[src/rtl/wdt_pkg.sv]
// Package: register addresses, control bit positions and status bit
// positions shared by the timer, its submodules, checker and bench.
package wdt_pkg;
    localparam int ADDR_W = 3;

    localparam logic [ADDR_W-1:0] A_CTRL   = 3'd0;
    localparam logic [ADDR_W-1:0] A_STATUS = 3'd1;
    localparam logic [ADDR_W-1:0] A_MASK   = 3'd2;
    localparam logic [ADDR_W-1:0] A_CNT_LO = 3'd3;
    localparam logic [ADDR_W-1:0] A_CNT_HI = 3'd4;

    localparam int CMD_START = 0;
    localparam int CMD_STOP  = 1;

    localparam int TC_BIT = 7;
endpackage

[src/rtl/wdt_ctrl.sv]
// Run/stop state machine. It assumes that cmd_wr is a single-cycle write
// strobe. When both command bits are set, stop takes precedence.
module wdt_ctrl (
    input  logic clk,
    input  logic rst_n,
    input  logic cmd_wr,
    input  logic cmd_start,
    input  logic cmd_stop,
    output logic running,
    output logic halted
);
    logic run_q;
    logic halt_q;

    // Update the run/stop flags on command writes.
    always_ff @(posedge clk) begin
        if (!rst_n) begin
            run_q  <= 1'b0;
            halt_q <= 1'b1;
        end else if (cmd_wr && cmd_stop) begin
            run_q  <= 1'b0;
            halt_q <= 1'b1;
        end else if (cmd_wr && cmd_start) begin
            run_q  <= 1'b1;
            halt_q <= 1'b0;
        end
    end

    assign running = run_q;
    assign halted  = halt_q;
endmodule

[src/rtl/wdt_counter.sv]
// Split down-counter. It holds a 2*HALF_W count, decrements on a tick while
// running and wraps to all ones with an underflow pulse. It assumes that the
// low-half and high-half writes are never both asserted in one cycle.
module wdt_counter #(
    parameter int HALF_W = 16
) (
    input  logic                clk,
    input  logic                rst_n,
    input  logic                running,
    input  logic                tick,
    input  logic                wr_lo,
    input  logic                wr_hi,
    input  logic [HALF_W-1:0]   wdata,
    output logic [2*HALF_W-1:0] count,
    output logic                underflow
);
    localparam int CNT_W = 2 * HALF_W;

    logic [CNT_W-1:0] cnt_q;
    logic             step;

    // A tick counts only while running and with no write to the count.
    assign step      = running && tick && !wr_lo && !wr_hi;
    assign underflow = step && (cnt_q == '0);

    // Load a written half, otherwise step down or wrap.
    always_ff @(posedge clk) begin
        if (!rst_n) begin
            cnt_q <= '0;
        end else if (wr_lo) begin
            cnt_q[HALF_W-1:0] <= wdata;
        end else if (wr_hi) begin
            cnt_q[CNT_W-1:HALF_W] <= wdata;
        end else if (underflow) begin
            cnt_q <= '1;
        end else if (step) begin
            cnt_q <= cnt_q - CNT_W'(1);
        end
    end

    assign count = cnt_q;
endmodule

[src/rtl/wdt_irq_regs.sv]
// Interrupt status register (write-one-to-clear, set wins) and mask
// register with the top bit tied low. The request output is registered-state
// combinational: it follows a register change by one cycle.
module wdt_irq_regs #(
    parameter int W = 16
) (
    input  logic         clk,
    input  logic         rst_n,
    input  logic         stat_wr,
    input  logic         mask_wr,
    input  logic [W-1:0] wdata,
    input  logic [W-1:0] set_vec,
    output logic [W-1:0] status,
    output logic [W-1:0] mask,
    output logic         irq
);
    logic [W-1:0] stat_q;
    logic [W-1:0] mask_q;
    logic [W-1:0] clr_vec;

    assign clr_vec = stat_wr ? wdata : '0;

    // Status: clear the ones written, then apply new set requests.
    always_ff @(posedge clk) begin
        if (!rst_n) begin
            stat_q <= '0;
        end else begin
            stat_q <= (stat_q & ~clr_vec) | set_vec;
        end
    end

    // Mask: the top bit is never stored.
    always_ff @(posedge clk) begin
        if (!rst_n) begin
            mask_q <= '0;
        end else if (mask_wr) begin
            mask_q <= {1'b0, wdata[W-2:0]};
        end
    end

    assign status = stat_q;
    assign mask   = mask_q;
    assign irq    = |(stat_q & mask_q);
endmodule

[src/rtl/wdt_timer.sv]
// Top level of the countdown timer. It decodes register accesses, muxes
// read data and keeps the high-half snapshot for coherent paired reads.
// It assumes that wr_en and rd_en are never high in the same cycle.
module wdt_timer
    import wdt_pkg::*;
#(
    parameter int HALF_W = 16
) (
    input  logic              clk,
    input  logic              rst_n,
    input  logic              tick_en,
    input  logic              wr_en,
    input  logic              rd_en,
    input  logic [ADDR_W-1:0] addr,
    input  logic [HALF_W-1:0] wdata,
    input  logic [HALF_W-1:0] evt_set,
    output logic [HALF_W-1:0] rdata,
    output logic              irq
);
    localparam int CNT_W = 2 * HALF_W;

    logic              run_w;
    logic              halt_w;
    logic [CNT_W-1:0]  count_w;
    logic              uflow_w;
    logic [HALF_W-1:0] status_w;
    logic [HALF_W-1:0] mask_w;
    logic [HALF_W-1:0] set_w;
    logic [HALF_W-1:0] hi_snap_q;

    logic wr_ctrl, wr_stat, wr_mask, wr_lo, wr_hi, rd_lo;

    // Write decode.
    always_comb begin
        wr_ctrl = wr_en && (addr == A_CTRL);
        wr_stat = wr_en && (addr == A_STATUS);
        wr_mask = wr_en && (addr == A_MASK);
        wr_lo   = wr_en && (addr == A_CNT_LO);
        wr_hi   = wr_en && (addr == A_CNT_HI);
        rd_lo   = rd_en && (addr == A_CNT_LO);
    end

    wdt_ctrl ctrl_i (
        .clk       (clk),
        .rst_n     (rst_n),
        .cmd_wr    (wr_ctrl),
        .cmd_start (wdata[CMD_START]),
        .cmd_stop  (wdata[CMD_STOP]),
        .running   (run_w),
        .halted    (halt_w)
    );

    wdt_counter #(.HALF_W(HALF_W)) cnt_i (
        .clk       (clk),
        .rst_n     (rst_n),
        .running   (run_w),
        .tick      (tick_en),
        .wr_lo     (wr_lo),
        .wr_hi     (wr_hi),
        .wdata     (wdata),
        .count     (count_w),
        .underflow (uflow_w)
    );

    // Merge the timer-complete event into the external set requests.
    always_comb begin
        set_w         = evt_set;
        set_w[TC_BIT] = evt_set[TC_BIT] | uflow_w;
    end

    wdt_irq_regs #(.W(HALF_W)) irq_i (
        .clk     (clk),
        .rst_n   (rst_n),
        .stat_wr (wr_stat),
        .mask_wr (wr_mask),
        .wdata   (wdata),
        .set_vec (set_w),
        .status  (status_w),
        .mask    (mask_w),
        .irq     (irq)
    );

    // Capture the high half whenever the low half is read.
    always_ff @(posedge clk) begin
        if (!rst_n) begin
            hi_snap_q <= '0;
        end else if (rd_lo) begin
            hi_snap_q <= count_w[CNT_W-1:HALF_W];
        end
    end

    // Read data multiplexer; zero outside read cycles and unmapped addresses.
    always_comb begin
        rdata = '0;
        if (rd_en) begin
            case (addr)
                A_CTRL:   rdata = {{(HALF_W-2){1'b0}}, halt_w, run_w};
                A_STATUS: rdata = status_w;
                A_MASK:   rdata = mask_w;
                A_CNT_LO: rdata = count_w[HALF_W-1:0];
                A_CNT_HI: rdata = hi_snap_q;
                default:  rdata = '0;
            endcase
        end
    end
endmodule

[config.mk]
export PLATFORM = sky130hd
export DESIGN_NAME = wdt_timer
export DESIGN_NICKNAME = d
export VERILOG_FILES = /design/src/rtl/wdt_pkg.sv /design/src/rtl/wdt_ctrl.sv /design/src/rtl/wdt_counter.sv /design/src/rtl/wdt_irq_regs.sv /design/src/rtl/wdt_timer.sv
export SDC_FILE = /design/constraint.sdc
export NUM_CORES = 1
export LEC_CHECK = 0
export BUFFER_PORTS_ARGS = -buffer_cell sky130_fd_sc_hd__buf_2
export CAP_MARGIN = 10
export CORE_MARGIN = 3
export CORE_UTILIZATION = 45
export CTS_CLUSTER_SIZE = 24
export DETAILED_ROUTE_END_ITERATION = 6
export GPL_ROUTABILITY_DRIVEN = 0
export PLACE_DENSITY = 0.71
export SYNTH_ARGS = -nofsm -noshare
export SYNTH_HDL_FRONTEND = slang
export SYNTH_SLANG_ARGS = --single-unit
[constraint.sdc]
create_clock -name clk -period 5.3 [get_ports clk]
set_input_delay 1.59 -clock clk [delete_from_list [all_inputs] [get_ports clk]]
set_output_delay 1.59 -clock clk [all_outputs]
set_load 0.02 [all_outputs]
==> flow_metrics.py, run 1 <==
metrics = {
    "clock_network": {
        "path_clk_slew_ns": 0.09,
        "post-cts-setup-buffer-count": 0,
        "clkLatencyLatePin_ns": 0.36,
        "htreeDepth": 3,
        "ctsResizeCount": 0,
        "clockBufferDepth": 2,
        "cts_buffers": 9,
        "cts-hold-fix-buffers": 0,
        "tritoncts": "done",
        "clkSinkCount": 81,
        "cts-root-buf": "clkbuf_8",
    },
    "timing": {
        "holdWs_ns": 0.466,
        "finalSetupTns_ns": 0,
        "setup_viol": 0,
        "period_minus_slack_ns": 4.91,
        "slew_headroom": 0.357,
        "fin_ws_ns": 0.394,
        "hold_viol": 0,
        "timing.fmax_mhz": 204,
        "tightest_slew_ns": 0.963,
        "finClkSkew_ns": 0.00734,
        "report.final.slew_viol_count": 0,
        "rsz0062_at_grt": "false",
        "fin_crit_sh": 0.926,
    },
    "synthesis": {
        "syn_inst": 603,
        "async_flop_share": 0,
        "synth_nets": 645,
        "yosys.area.top_type_share": 0.359,
        "syn_avg_cell_area_um2": 7.50,
        "ys_types": 55,
        "synth_area_leaders": "dfxtp_1 (36%), nand2_1 (8.1%), nor2_1 (6.1%)",
        "netlist_area_um2": 4520,
        "yosysSeqAreaShare": 0.359,
        "ys_ff_latch": 81,
        "ys_warn_count": 0,
        "synth_ff_type": "dfxtp_1",
        "yosysTopAreaCell": "dfxtp_1",
        "synth_edf_count": 0,
    },
    "cells_and_area": {
        "ff_latch_area_um2": 1620,
        "drive_above_1_share": 0.143,
        "fill_cells": 954,
        "design_area_um2": 5040,
        "multi_input_area_um2": 2670,
        "area_growth_pct": 11.6,
        "fin_nets": 675,
        "n_antenna_cell": 0,
        "fin_util": 0.531,
    },
    "pwr": {
        "ir_drop_mv": 0.158,
        "leakage_nw": 1.83,
        "p_per_area_nw_per_um2": 290,
    },
    "outcome": {
        "outcome": "finished, final reports clean",
    },
    "floorplanning": {
        "ioPinCount": 57,
        "die_area_um2": 11300,
        "rows": 35,
        "core-area_um2": 9500,
        "fp.dieW_um": 106,
        "start_util": 0.476,
        "die-height_um": 106,
    },
    "flow_run": {
        "maxCapViolations": 0,
    },
    "critical_path": {
        "endpoint_kind": "output pin",
        "path_cells": "buf_2 -> nor2b_1 -> and2_1 -> a221oi_1 -> nor2_1 -> buf_2",
        "cp_max_fo": 25,
        "max_stage_delay_ns": 0.60,
        "critPathMostFrequentCell": "buf_2",
        "worst-setup-path-type": "input port to output pin",
        "rrSetupSlack_ns": 2.40,
        "start_kind": "input port",
        "critPathRequiredTime_ns": 3.71,
        "crit_arrival_ns": 3.32,
        "critPathSlowestCell": "and2_1",
    },
    "routing": {
        "drc": 0,
        "final_antenna_net_count": 0,
        "via_per_inst": 6.51,
        "firstDrtPassIters": 5,
        "drt_iter0_drc": 589,
        "totalWireLength_um": 15100,
        "avgRoutedWirePerCell_um": 19.7,
        "vias": 4995,
    },
    "placement": {
        "place_ws_ns": 0.448,
        "dpl-instance-area_um2": 4850,
        "numPortBuffers": 56,
        "dp_hpwl_um": 10500,
    },
    "grt": {
        "grt_pass1_vias": 4587,
        "antenna_found_initial": 0,
        "grt_use_total": 0.268,
        "grt_overflow": 0,
        "grt_pass1_wl_um": 24100,
        "grt_start_max_net_pins": 55,
    },
    "min_path": {
        "hp-class": "flip-flop to flip-flop",
    },
}
==> worst paths after layout <==
check             depth (start not counted)             end            start
hold / removal                            2   hi_snap_q[15]    hi_snap_q[15]
setup / recovery                          6        rdata[4]          addr[2]
setup reg to reg                          6  cnt_i.count[3]  cnt_i.count[17]
hold reg to reg                           2   hi_snap_q[15]    hi_snap_q[15]
==> final cells by class <==
cell class,count,share of cell area
tap,129,0.0320
multi-input combinational,464,0.529
clock buffer,10,0.0253
timing repair buffer,67,0.0719
sequential,81,0.321
clock inverter,6,0.0134
inverter,10,0.00744
==> cell usage after synthesis (4+ instances only) <==
cell,count
a211oi_1,7
a21oi_1,53
a221oi_1,14
a22oi_1,22
a311oi_1,5
a31oi_1,5
and2_1,4
and3_1,6
and4b_1,7
clkbuf_1,40
dfxtp_1,81
inv_1,9
nand2_1,97
nand3_1,9
nand4_1,8
nor2_1,74
nor2b_1,5
nor3_1,26
nor4_1,30
o21ai_0,14
o221ai_1,15
o31ai_1,7
o32ai_1,6
or3_1,6
or4_1,4
==> flip-flops by register name, summed over array words and instances, names as in the netlist <==
register and cells:
irq_i.status 16, ctrl_i.running 1, irq_i.mask 15, hi_snap_q 16, ctrl_i.halted 1, cnt_i.count 32
==> cell families after synthesis <==
family,share of synthesized area
DFF,0.359
muxes,0.00941
buffers and inverters,0.0548
adders and majority gates,0.00553
and+or+nand+nor,0.323
AOI/OAI and AO/OA,0.249
==> through the flow <==
stage,power (mW),cells
floorplan,0.909,603
global placement,0.999,751
detailed placement,1.01,751
CTS,1.46,767
global route,1.53,767
finish,1.47,767
==> report_power, final <==
part,switching [mW],internal (mW)
Combinational,0.223,0.123
Clock,0.240,0.220
Sequential,0.0297,0.630
Total,0.493,0.972
==> cells in the final DEF (no fill, tap or decap), drive strengths merged, types with 2 or more instances in the layout <==
master and count:
nand2 97, dfxtp 81, nor2 74, buf 67
a21oi 53, nor4 32, nor3 26, a22oi 22
o221ai 15, o21ai 14, a221oi 14, inv 11
nand3 10, clkbuf 10, nand4 8, and4b 7
a211oi 7, o31ai 7, and3 6, or3 6
o32ai 6, nor2b 5, a31oi 5, a311oi 5
and2 5, or4 4, nor3b 3, and4 3
a21o 3, mux2 2, o22a 2, nor4b 2
nand3b 2, o211ai 2, mux2i 2, ha 2
clkinvlp 2, clkinv 2
==> metal layers <==
metal  track usage  vias to the layer above  part of all wire
met3        0.0431                       63              0.10
li1              -                     2310                 -
met5             0                        -                 0
met2         0.400                      322              0.44
met1         0.375                     2300              0.42
met4         0.130                        0             0.044
==> critical path, delay by kind of cell <==
| family | cells | cell delay (ns) |
|---|---|---|
| AOI/OAI and AO/OA | 1 | 0.18 |
| buffers and inverters | 2 | 0.44 |
| and+or+nand+nor | 3 | 1.10 |
Power figures use the tool's default switching activity.
==> run 2, diff against run 1 <==
==> constraint.sdc (replaced) <==
create_clock -name clk -period 6.4 [get_ports clk]
set_input_delay 1.92 -clock clk [delete_from_list [all_inputs] [get_ports clk]]
set_output_delay 1.92 -clock clk [all_outputs]
set_load 0.02 [all_outputs]
==> flow_metrics.py, run 2 (synthesis results as in run 1) <==
metrics = {
    "grt": {
        "grt_pass1_vias": 4602,
        "grt_start_max_net_pins": 55,
        "grt_use_total": 0.262,
        "grt_overflow": 0,
        "grt_pass1_wl_um": 23800,
        "antenna_found_initial": 0,
    },
    "routing": {
        "final_antenna_net_count": 0,
        "totalWireLength_um": 14900,
        "avgRoutedWirePerCell_um": 19.4,
        "drt_iter0_drc": 627,
        "drc": 0,
        "firstDrtPassIters": 5,
        "via_per_inst": 6.53,
        "vias": 4999,
    },
    "critical_path": {
        "crit_arrival_ns": 3.63,
        "rrSetupSlack_ns": 3.40,
        "start_kind": "input port",
        "crit_path_start": "addr[2]",
        "cp_max_fo": 25,
        "worst-setup-path-type": "input port to output pin",
        "endpoint": "rdata[10]",
        "rr_worst_depth": 6,
        "endpoint_kind": "output pin",
        "rr_endpoint": "cnt_i.count[4]",
        "critPathRequiredTime_ns": 4.48,
        "r2r_start": "cnt_i.count[17]",
    },
    "clock_network": {
        "cts-root-buf": "clkbuf_8",
        "post-cts-setup-buffer-count": 0,
        "clkLatencyLatePin_ns": 0.35,
        "htreeDepth": 3,
        "cts_buffers": 9,
        "cts-hold-fix-buffers": 0,
        "clkSinkCount": 81,
        "clockBufferDepth": 2,
        "tritoncts": "done",
        "path_clk_slew_ns": 0.08,
        "ctsResizeCount": 0,
    },
    "placement": {
        "place_ws_ns": 0.924,
        "numPortBuffers": 56,
        "dp_hpwl_um": 10400,
    },
    "pwr": {
        "p_sw_frac": 0.336,
        "p_per_area_nw_per_um2": 240,
        "p_clk_frac": 0.313,
        "p_seq_frac": 0.451,
        "intPower_mw": 0.805,
        "p_switching_mw": 0.407,
        "ir_drop_mv": 0.150,
        "comb_power_share": 0.236,
        "leakage_nw": 1.82,
    },
    "cells_and_area": {
        "multi_input_area_um2": 2670,
        "ff_latch_area_um2": 1620,
        "final_common_cell": "nand2_1",
        "area_growth_pct": 11.4,
        "largest_reg_flops": 32,
        "fin_nets": 674,
        "n_antenna_cell": 0,
        "fill_cells": 932,
        "layout_common_cells": "nand2_1 (97), dfxtp_1 (81), nor2_1 (74)",
        "drive_above_1_share": 0.141,
    },
    "outcome": {
        "outcome": "finished, final reports clean",
    },
    "timing": {
        "tightest_slew_ns": 1.22,
        "fin_crit_sh": 0.867,
        "fin_ws_ns": 0.848,
        "period_minus_slack_ns": 5.55,
        "report.final.slew_viol_count": 0,
        "slew_headroom": 0.185,
        "rsz0062_at_grt": "false",
        "finalSetupTns_ns": 0,
        "hold_viol": 0,
        "timing.fmax_mhz": 180,
        "finClkSkew_ns": 0.00793,
        "setup_viol": 0,
    },
    "floorplanning": {
        "die_area_um2": 11300,
        "start_util": 0.476,
        "die-height_um": 106,
        "ioPinCount": 57,
        "fp.dieW_um": 106,
        "rows": 35,
        "core-area_um2": 9500,
    },
    "flow_run": {
        "maxCapViolations": 0,
    },
    "min_path": {
        "hp-class": "flip-flop to flip-flop",
    },
}
-- run 2: final cells by class --
class	count	area share
clock buffer	10	0.0253
clock inverter	6	0.0134
inverter	10	0.00745
sequential	81	0.322
multi-input combinational	464	0.529
tap	129	0.0320
timing repair buffer	66	0.0705
-- run 2: critical path, cell delays in order --
cell and delay (ns):
buf_2 0.25, nor2b_1 0.35, and2_1 0.60, a221oi_1 0.17, nor2_1 0.14, buf_2 0.19
-- run 2: power by group through the flow --
| stage | Clock, mW | Combinational (mW) | Sequential, mW |
|---|---|---|---|
| after floorplan | 0 | 0.206 | 0.547 |
| after global placement | 0 | 0.270 | 0.556 |
| after detailed placement | 0 | 0.276 | 0.557 |
| after CTS | 0.383 | 0.278 | 0.545 |
| after global routing | 0.406 | 0.312 | 0.549 |
| final | 0.379 | 0.286 | 0.546 |
-- run 2: worst min-delay path by stage --
stage                  start            end  slack, ns  cells after the start
2_1_floorplan  ctrl_i.halted  ctrl_i.halted       0.43                      1
3_3_place_gp   ctrl_i.halted  ctrl_i.halted       0.44                      1
3_5_place_dp   ctrl_i.halted  ctrl_i.halted       0.45                      1
4_1_cts         hi_snap_q[7]   hi_snap_q[7]       0.47                      2
5_1_grt        ctrl_i.halted  ctrl_i.halted       0.48                      1
6_report        hi_snap_q[6]   hi_snap_q[6]       0.47                      2
-- run 2: stage by stage --
stage | instances | utilization | area [um2] | power [mW] | hold slack (ns)
6_report | 766 | 0.530 | 5040 | 1.21 | 0.469
2_1_floorplan | 603 | - | 4520 | 0.753 | 0.426
3_3_place_gp | 750 | 0.510 | 4840 | 0.826 | 0.443
5_1_grt | 766 | 0.530 | 5040 | 1.27 | 0.482
4_1_cts | 766 | 0.530 | 5040 | 1.21 | 0.470
3_5_place_dp | 750 | 0.510 | 4840 | 0.833 | 0.454
-- run 2: routing by layer --
layer | part of all wire | global-route usage | up-vias
li1 | - | - | 2316
met1 | 0.42 | 0.359 | 2344
met2 | 0.45 | 0.418 | 301
met3 | 0.099 | 0.0425 | 38
met4 | 0.025 | 0.0916 | 0
met5 | 0 | 0 | -
==> run 3, diff against run 2 <==
--- a/config.mk
+++ b/config.mk
@@ -5,6 +5,7 @@
 export SDC_FILE = /design/constraint.sdc
 export NUM_CORES = 1
 export LEC_CHECK = 0
+export ABC_AREA = 1
 export BUFFER_PORTS_ARGS = -buffer_cell sky130_fd_sc_hd__buf_2
 export CAP_MARGIN = 10
 export CORE_MARGIN = 3
@@ -12,7 +13,7 @@
 export CTS_CLUSTER_SIZE = 24
 export DETAILED_ROUTE_END_ITERATION = 6
 export GPL_ROUTABILITY_DRIVEN = 0
-export PLACE_DENSITY = 0.71
+export PLACE_DENSITY = 0.7
 export SYNTH_ARGS = -nofsm -noshare
 export SYNTH_HDL_FRONTEND = slang
 export SYNTH_SLANG_ARGS = --single-unit
==> flow_metrics.py, run 3 <==
metrics = {
    "clock_network": {
        "htreeDepth": 3,
        "cts-root-buf": "clkbuf_8",
        "clkSinkCount": 81,
        "clkLatencyLatePin_ns": 0.37,
        "ctsResizeCount": 0,
        "post-cts-setup-buffer-count": 0,
        "tritoncts": "done",
        "cts-hold-fix-buffers": 0,
        "clockBufferDepth": 2,
        "cts_buffers": 9,
        "path_clk_slew_ns": 0.09,
    },
    "routing": {
        "final_antenna_net_count": 0,
        "firstDrtPassIters": 7,
        "drc": 1,
        "via_per_inst": 5.53,
        "vias": 4819,
        "avgRoutedWirePerCell_um": 15.7,
        "totalWireLength_um": 13700,
        "drt_iter0_drc": 604,
    },
    "cells_and_area": {
        "layout_common_cells": "nand2_1 (125), a21oi_1 (106), inv_1 (88)",
        "area_growth_pct": 11.7,
        "drive_above_1_share": 0.129,
        "fin_nets": 775,
        "fill_cells": 1033,
        "largest_reg_flops": 32,
        "n_antenna_cell": 0,
        "final_common_cell": "nand2_1",
    },
    "synthesis": {
        "yosysSeqAreaShare": 0.355,
        "synthTopCellsByCount": "nand2_1 (125), a21oi_1 (106), inv_1 (88), dfxtp_1 (81), nor2_1 (78)",
        "synth.most_common_cell": "nand2_1",
        "ys_warn_count": 0,
        "async_flop_share": 0,
        "netlist_area_um2": 4570,
        "yosys.area.top_type_share": 0.355,
        "ys_ff_latch": 81,
        "syn_avg_cell_area_um2": 6.61,
        "yosysTopAreaCell": "dfxtp_1",
        "synth_edf_count": 0,
        "synth_nets": 733,
        "ys_types": 33,
        "syn_inst": 691,
        "synth_area_leaders": "dfxtp_1 (36%), a21oi_1 (12%), nand2_1 (10%)",
        "synth_ff_type": "dfxtp_1",
    },
    "placement": {
        "place_ws_ns": 1.24,
        "dp_hpwl_um": 9990,
        "numPortBuffers": 56,
    },
    "critical_path": {
        "cp_max_fo": 15,
        "start_kind": "input port",
        "crit_arrival_ns": 3.25,
        "rrSetupSlack_ns": 4.47,
        "worst-setup-path-type": "input port to output pin",
        "critPathRequiredTime_ns": 4.48,
        "endpoint_kind": "output pin",
    },
    "grt": {
        "grt_use_total": 0.244,
        "grt_pass1_wl_um": 22200,
        "grt_start_max_net_pins": 42,
        "use_met1": 0.333,
        "grtUsageMet3": 0.0476,
        "grt_busiest_layer": "met2",
        "grt_use_met2": 0.380,
        "grt_pass1_vias": 4465,
        "grt_overflow": 0,
        "antenna_found_initial": 0,
    },
    "pwr": {
        "total_power_mw": 1.27,
        "leakage_nw": 2.35,
        "ir_drop_mv": 0.0922,
        "p_per_area_nw_per_um2": 249,
    },
    "floorplanning": {
        "start_util": 0.465,
        "ioPinCount": 57,
        "fp.dieW_um": 107,
        "die_area_um2": 11400,
        "core-area_um2": 9820,
        "rows": 36,
        "die-height_um": 107,
    },
    "outcome": {
        "violations": "DRC",
        "outcome": "finished with violations",
    },
    "timing": {
        "finClkSkew_ns": 0.0113,
        "timing.fmax_mhz": 193,
        "period_minus_slack_ns": 5.17,
        "setup_viol": 0,
        "hold_viol": 0,
        "report.final.slew_viol_count": 0,
        "rsz0062_at_grt": "false",
        "slew_headroom": 0.247,
        "finalSetupTns_ns": 0,
        "tightest_slew_ns": 1.13,
        "fin_crit_sh": 0.808,
        "fin_ws_ns": 1.23,
    },
    "min_path": {
        "hp-class": "flip-flop to flip-flop",
    },
    "flow_run": {
        "maxCapViolations": 0,
    },
}
run 3: cell types whose count changed after synthesis, moves of 22 or more:
cell / previous run / this run
nand2_1: 97 / 125
nor4_1: 30 / 0
a21oi_1: 53 / 106
nor3_1: 26 / 0
clkbuf_1: 40 / 18
o21ai_0: 14 / 68
inv_1: 9 / 88
a22oi_1: 22 / 0
run 3: area by class of cell:
type / count / area (um2) / area share
timing repair buffer: 58 / 295 / 0.0579
inverter: 93 / 349 / 0.0684
multi-input combinational: 490 / 2470 / 0.484
clock buffer: 9 / 124 / 0.0243
sequential: 81 / 1620 / 0.318
tap: 133 / 166 / 0.0326
clock inverter: 7 / 76.3 / 0.0150
run 3: worst max-delay path, stage by stage:
cell,delay [ns]
buf_2,0.12
inv_1,0.10
nor2_4,0.06
nand2_1,0.40
o22ai_1,0.14
a221oi_1,0.25
nor2_1,0.07
buf_2,0.18
run 3: layer usage:
metal,share of wire,up-vias
li1,-,2376
met1,0.45,2200
met2,0.44,205
met3,0.084,38
met4,0.028,0
met5,0,-
run 3: report_power, final:
part / total (mW) / switching [mW] / internal (mW) / leakage [nW]
logic: 0.326 / 0.215 / 0.111 / 1.60
clock network: 0.391 / 0.207 / 0.184 / 0.0966
registers: 0.552 / 0.0241 / 0.528 / 0.662
total: 1.27 / 0.446 / 0.822 / 2.35
run 3: worst paths after layout:
path / startpoint / endpoint / depth (start not counted)
min reg2reg: hi_snap_q[15] / hi_snap_q[15] / 2
max: addr[1] / rdata[10] / 8
min: hi_snap_q[15] / hi_snap_q[15] / 2
max reg2reg: cnt_i.count[0] / cnt_i.count[30] / 9
run 3: logic make-up (layout without fill, tap and decap cells):
logic type                 count (synthesis)  count (layout)  synth area share
buffers and inverters                    120             167             0.104
xor gates and xnor gates                  19              19            0.0364
adders and majority gates                  2               2           0.00548
DFF                                       81              81             0.355
and+or+nand+nor                          245             245             0.231
AOI/OAI and AO/OA                        224             224             0.268
run 3: per-stage QoR:
| stage | hold slack (ns) | cell area (um2) | utilization | std cells |
|---|---|---|---|---|
| after floorplan | 0.425 | 4570 | - | 691 |
| after global placement | 0.440 | 4900 | 0.499 | 855 |
| after detailed placement | 0.446 | 4900 | 0.499 | 855 |
| after CTS | 0.459 | 5100 | 0.519 | 871 |
| after global routing | 0.485 | 5100 | 0.519 | 871 |
| final | 0.458 | 5100 | 0.519 | 871 |
